--- config.mk ---
export PLATFORM = sky130hd
export DESIGN_NAME = vfd_top
export DESIGN_NICKNAME = d
export VERILOG_FILES = /design/src/rtl/vfd_pkg.sv /design/src/rtl/vfd_sync.sv /design/src/rtl/vfd_edge.sv /design/src/rtl/vfd_field.sv /design/src/rtl/vfd_top.sv
export SDC_FILE = /design/constraint.sdc
export NUM_CORES = 1
export LEC_CHECK = 0
export BUFFER_PORTS_ARGS = -buffer_cell sky130_fd_sc_hd__buf_2
export CAP_MARGIN = 20
export CORE_AREA = 2 2 39 41
export DETAILED_ROUTE_END_ITERATION = 8
export DIE_AREA = 0 0 41 43
export SLEW_MARGIN = 20
export SYNTH_ARGS = -nofsm -noshare
export SYNTH_HDL_FRONTEND = slang
export SYNTH_SLANG_ARGS = --single-unit
--- constraint.sdc ---
create_clock -name clk -period 1.3 [get_ports clk]
set_clock_uncertainty 0.2 [all_clocks]
set_input_delay 0.065 -clock clk [delete_from_list [all_inputs] [get_ports clk]]
set_output_delay 0.065 -clock clk [all_outputs]
set_load 0.02 [all_outputs]
--- src/rtl/vfd_pkg.sv ---
package vfd_pkg;
  typedef struct packed {
    logic vfall;
    logic fsync;
    logic fld_rise;
    logic fld_inv;
  } vfd_cfg_t;

  localparam int VFD_SYNC_STAGES = 2;
endpackage

--- src/rtl/vfd_sync.sv ---
module vfd_sync #(
  parameter int WIDTH  = 2,
  parameter int STAGES = 2
) (
  input  logic             clk,
  input  logic             rst_n,
  input  logic [WIDTH-1:0] d,
  output logic [WIDTH-1:0] q
);
  logic [WIDTH-1:0] stage [STAGES];

  for (genvar s = 0; s < STAGES; s++) begin : g_stage
    always_ff @(posedge clk or negedge rst_n) begin
      if (!rst_n)      stage[s] <= '0;
      else if (s == 0) stage[s] <= d;
      else             stage[s] <= stage[s-1];
    end
  end

  assign q = stage[STAGES-1];
endmodule

--- src/rtl/vfd_edge.sv ---
module vfd_edge (
  input  logic clk,
  input  logic rst_n,
  input  logic lvl,
  output logic rise,
  output logic fall
);
  logic lvl_d;

  always_ff @(posedge clk or negedge rst_n) begin
    if (!rst_n) lvl_d <= 1'b0;
    else        lvl_d <= lvl;
  end

  assign rise = lvl & ~lvl_d;
  assign fall = ~lvl & lvl_d;
endmodule

--- src/rtl/vfd_field.sv ---
module vfd_field (
  input  logic clk,
  input  logic rst_n,
  input  logic rise,
  input  logic fall,
  input  logic href_s,
  input  logic sel_rise,
  input  logic invert,
  output logic field
);
  logic take;

  assign take = sel_rise ? rise : fall;

  always_ff @(posedge clk or negedge rst_n) begin
    if (!rst_n)    field <= 1'b0;
    else if (take) field <= href_s ^ invert;
  end
endmodule

--- src/rtl/vfd_top.sv ---
module vfd_top
  import vfd_pkg::*;
#(
  parameter int SYNC_STAGES = VFD_SYNC_STAGES
) (
  input  logic clk,
  input  logic rst_n,
  input  logic vref_in,
  input  logic href_in,
  input  logic cfg_vfall,
  input  logic cfg_fsync,
  input  logic cfg_fld_rise,
  input  logic cfg_fld_inv,
  output logic vpulse,
  output logic field_id
);
  localparam int NLINES = 2;

  vfd_cfg_t          cfg;
  logic [NLINES-1:0] raw, synced;
  logic              vref_s, href_s;
  logic              v_rise, v_fall, v_mark;

  assign cfg = '{vfall: cfg_vfall, fsync: cfg_fsync,
                 fld_rise: cfg_fld_rise, fld_inv: cfg_fld_inv};
  assign raw = {href_in, vref_in};

  vfd_sync #(.WIDTH(NLINES), .STAGES(SYNC_STAGES)) u_sync (
    .clk(clk), .rst_n(rst_n), .d(raw), .q(synced)
  );

  assign vref_s = synced[0];
  assign href_s = synced[1];

  vfd_edge u_edge (
    .clk(clk), .rst_n(rst_n), .lvl(vref_s), .rise(v_rise), .fall(v_fall)
  );

  always_comb begin
    if (cfg.fsync)      v_mark = v_rise | v_fall;
    else if (cfg.vfall) v_mark = v_fall;
    else                v_mark = v_rise;
  end

  always_ff @(posedge clk or negedge rst_n) begin
    if (!rst_n) vpulse <= 1'b0;
    else        vpulse <= v_mark;
  end

  vfd_field u_field (
    .clk(clk), .rst_n(rst_n), .rise(v_rise), .fall(v_fall),
    .href_s(href_s), .sel_rise(cfg.fld_rise), .invert(cfg.fld_inv),
    .field(field_id)
  );
endmodule

Word level (Yosys, flattened, before mapping)
Cells that the tools add are included.

storage, ports and cells
  bits in read-only memories = 0
  output and inout bits = 2
  memories kept = 0
  register bits = 7
  RAM bits = 0
  bits in latches = 0
  bits of input ports = 8

cells by class
  reductions and logical operators = 0
  div/mod/pow operators = 0
  bitwise logic cells = 6
  muxes and demuxes = 3
  $add $sub $neg = 0
  equality and inequality tests = 0
  shifts and indexed selects = 0
  $lt $le $gt $ge = 0
  multiply operators = 0

operators by type and width
  operator     number
  $mux 1       3
  $and 1x1->1  2
  $not 1->1    2
  $or 1x1->1   1
  $xor 1x1->1  1

Depth between registers and ports, before layout
  depth in word-level cells = 4
  mapped depth = 4
  mapped depth without buffers = 4

Modules after synthesis
From an unflattened synthesis, not the netlist that was laid out.

second synthesis, totals
  cells, all modules = 16
  area total of the unflattened synthesis = 255.2 um^2

by module, submodules not included
  module     seq. area each (um^2)  instances  cells each  area each (um^2)
  vfd_sync   100.1                  1          6           115.1
  vfd_field  25.0                   1          4           55.1
  vfd_top    25.0                   1          3           45.0
  vfd_edge   25.0                   1          3           40.0

Worst setup path before layout
No wires, ideal clock.

  path type = reg2reg
  start point = register u_edge.lvl_d
  end point = register u_field.field
  setup slack = -0.036 ns
  stages on the path, launching flop included = 5
  arrival = 1.009 ns
  library setup time = 0.128 ns
  period minus slack after synthesis = 1.336 ns
  required time = 0.972 ns
  path buffers = 0
  cells stage by stage = dfrtp_1 > inv_1 > ha_1 > mux2i_1 > mux2_1

between the ends
  longest elaborated chain between the ends = 3

RTL lines
  what                    line             text
  start, declared         vfd_edge.sv:8    logic lvl_d;
  start signal, assigned  vfd_edge.sv:12   else lvl_d <= lvl;
  $not 1->1               vfd_edge.sv:15   assign rise = lvl & ~lvl_d;
  $and 1x1->1             vfd_edge.sv:15
  $mux 1 (*)              vfd_field.sv:13  assign take = sel_rise ? rise : fall;
  end signal, assigned    vfd_field.sv:17  else if (take) field <= href_s ^ invert;
  end, declared           vfd_field.sv:9   output logic field

Every way passes the cells marked *; elsewhere a longest branch is shown, timed or not.
A chain may end at the register's enable or synchronous reset.

Worst setup path in the final report
  start point = register u_sync.stage, in the netlist u_sync.q[0]
  end point = register u_field.field

between the ends
  longest elaborated chain between the ends = 3

RTL lines
  what                             line             text
  start, declared                  vfd_sync.sv:10   logic [WIDTH-1:0] stage [STAGES];
  start signal, assigned by index  vfd_sync.sv:16   else stage[s] <= stage[s-1];
  $not 1->1                        vfd_edge.sv:16   assign fall = ~lvl & lvl_d;
  $and 1x1->1                      vfd_edge.sv:16
  $mux 1 (*)                       vfd_field.sv:13

Marks and branches as above.

==> metrics.cfg <==
[pwr]
p_leak_uw=0.000216
power_switching_uw=120
power.density_nw_per_um2=1200
p_int_uw=397
clkPwrFrac=0.374
seqPwrFrac=0.472
comb_power_share=0.154
p_sw_frac=0.232
vdd_drop_max_v=0.000458

[sta]
rsz0062_at_grt=true
drv_slew=0
postLayoutSetupSlackWorst_ns=-0.0876
hold_ws_ns=0.00610
setup_viol=1
period_share=1.07
worst_pin_slew_ns=0.315
clock.fmax_mhz=721
min_period_ns=1.39
final_hold_viol_count=0
slew_headroom=0.789

[clock_tree]
cts.clk_slew.worst_paths_ns=0.05
cts_sinks=7
cts_root_buf=clkbuf_4
ctsResizeCount=0
cts_tree=done
htreeDepth=1
clock_latency_ns=0.24
cts_buffer_depth=2
numCtsBuffers=3

[route]
top_layer=met3
wl_met1_um=212
first_pass_iters=2
wl_met2_um=186
vias=180
drc=0
postRouteAntennaNets=0
wirelength_um=434
viasPerCell=3.40
met3_length_um=35
wl_per_cell_um=8.19
drt-initial-drc-count=2

[setup_path]
cp.required_ns=1.23
crit_fanout=3
crit_slowest_cell=dfrtp_1
critical_path_buf_inv_count=1
start_kind=flip-flop
r2r_end=u_field.field
worstPathCellList=inv_1 > ha_2 > mux2i_1 > mux2_1
cpPeakStageDelay_ns=0.37
crit_family=multiplexers
endpoint_kind=flip-flop
crit_end=u_field.field
rr_worst_depth=4
crit_type=flip-flop to flip-flop
critPathArrivalTime_ns=1.31
reg2reg_slack_ns=-0.09
crit_start=u_sync.q[0]
r2r-start=u_sync.q[0]
crit_cells=4

[layout]
diodes=0
layout_common_cells=buf_2, dlygate4sd3_1, dfrtp_1
finalNonFillerCells=53
area_delta_synth_final_pct=67.5
layout.nets=48
drive_gt1_frac=0.405
layout_commonest_cell=buf_2

[synthesis]
synthCells=16
synth_xor_xnor_area_share=0.0340
muxShareOfSynthArea=0.160
synth_area_sq_um=258
synth-simple-area-share=0
synth_compound_area_frac=0
synth-seq-area-share=0.680
avgSynthCellArea_sq_um=16.1
synth_cell_type_count=6
synth_adder_area_share=0.0971
synth_top_family_by_area=multiplexers
ys_warn_count=0
ys_ff_latch=7
syn-num-nets=26

[die]
dieArea_sq_um=1760
die_y_um=43
core-area_sq_um=1380
start_util=0.186
die_x_um=41
rows=14
io_pins=10

[place]
numPortBuffers=9
pre_cts_ws_ns=-0.107
gp_congestion=0.542
dp.cells=41

[grt]
first_global_vias=201
antenna_found_initial=0
grt_usage=0.0667
grt_pass1_wl_um=710
gr-total-overflow=0
grt_max_degree=8

[run_status]
status=finished, violations left
violations=negative setup slack

[hold_path]
hp-class=primary input to flip-flop

[flow_run]
max-cap-violations=0

-- area by class of cell --
cell class,instances,area [sq um]
fill,133,952
sequential,7,175
multi-input combinational,7,80.1
clock buffer,4,26.3
timing repair buffer,17,123
tap,16,20.0
inverter,2,7.51
-- cell families (layout without fill, tap and decap cells) --
| family | count (synthesis) | in the layout |
|---|---|---|
| mux | 4 | 4 |
| xor+xnor | 1 | 1 |
| fa+ha+maj | 2 | 2 |
| buf+inv | 2 | 23 |
| flops | 7 | 7 |
-- registers in the layout (all words and copies together), names as in the netlist --
register,flops
u_sync.q,2
u_sync.stage,2
u_edge.lvl_d,1
u_field.field,1
vpulse,1
-- cells in the mapped netlist --
| library cell | n | area, sq um |
|---|---|---|
| mux2_1 | 1 | 11.3 |
| ha_1 | 2 | 25.0 |
| dfrtp_1 | 7 | 175 |
| xor2_1 | 1 | 8.76 |
| mux2i_1 | 3 | 30.0 |
| inv_1 | 2 | 7.51 |
-- per-stage QoR --
step           setup TNS, ns   util  cell area, sq um  power, uW
6_report             -0.0876  0.312               432        516
5_1_grt               -0.167  0.312               432        560
4_1_cts               -0.117  0.307               424        528
3_5_place_dp          -0.107  0.237               328        311
3_3_place_gp         -0.0726  0.237               328        309
2_1_floorplan        -0.0197      -               263        280
-- worst reg2reg max path: cells and delay by family (launching register included) --
family	cells	cell delay [ns]
mux	2	0.48
flops	1	0.37
fa+ha+maj	1	0.17
buf+inv	1	0.05
-- timing repair --
action,CTS,global route
hold buffers,7,0
endpoints found under the setup margin,1,1
endpoints found under the hold margin,11,0
gates cloned,0,0
buffers inserted,0,1
-- per-layer routing --
| layer | track usage | vias up |
|---|---|---|
| met2 | 0.0969 | 10 |
| met5 | 0 | - |
| met3 | 0.0314 | 0 |
| li1 | - | 92 |
| met4 | 0.0800 | 0 |
| met1 | 0.0557 | 78 |
-- power groups by stage --
stage	Sequential [uW]	Clock (uW)	Combinational, uW
finish	244	193	79.4
global route	245	225	89.0
CTS	244	205	78.9
detailed placement	248	0	63.1
global placement	247	0	61.7
floorplan	261	0	18.2
-- worst min-delay path by stage --
stage | start | endpoint | slack [ns] | cells after the start
after floorplan | rst_n | u_edge.lvl_d | -0.43 | 0
after global placement | rst_n | u_sync.stage[2] | -0.29 | 1
after detailed placement | rst_n | u_sync.q[0] | -0.29 | 1
after CTS | cfg_fld_rise | u_field.field | 0.008 | 3
after global routing | cfg_fld_rise | u_field.field | 0.02 | 3
final | cfg_fld_rise | u_field.field | 0.006 | 3
Power figures use the tool's default switching activity.
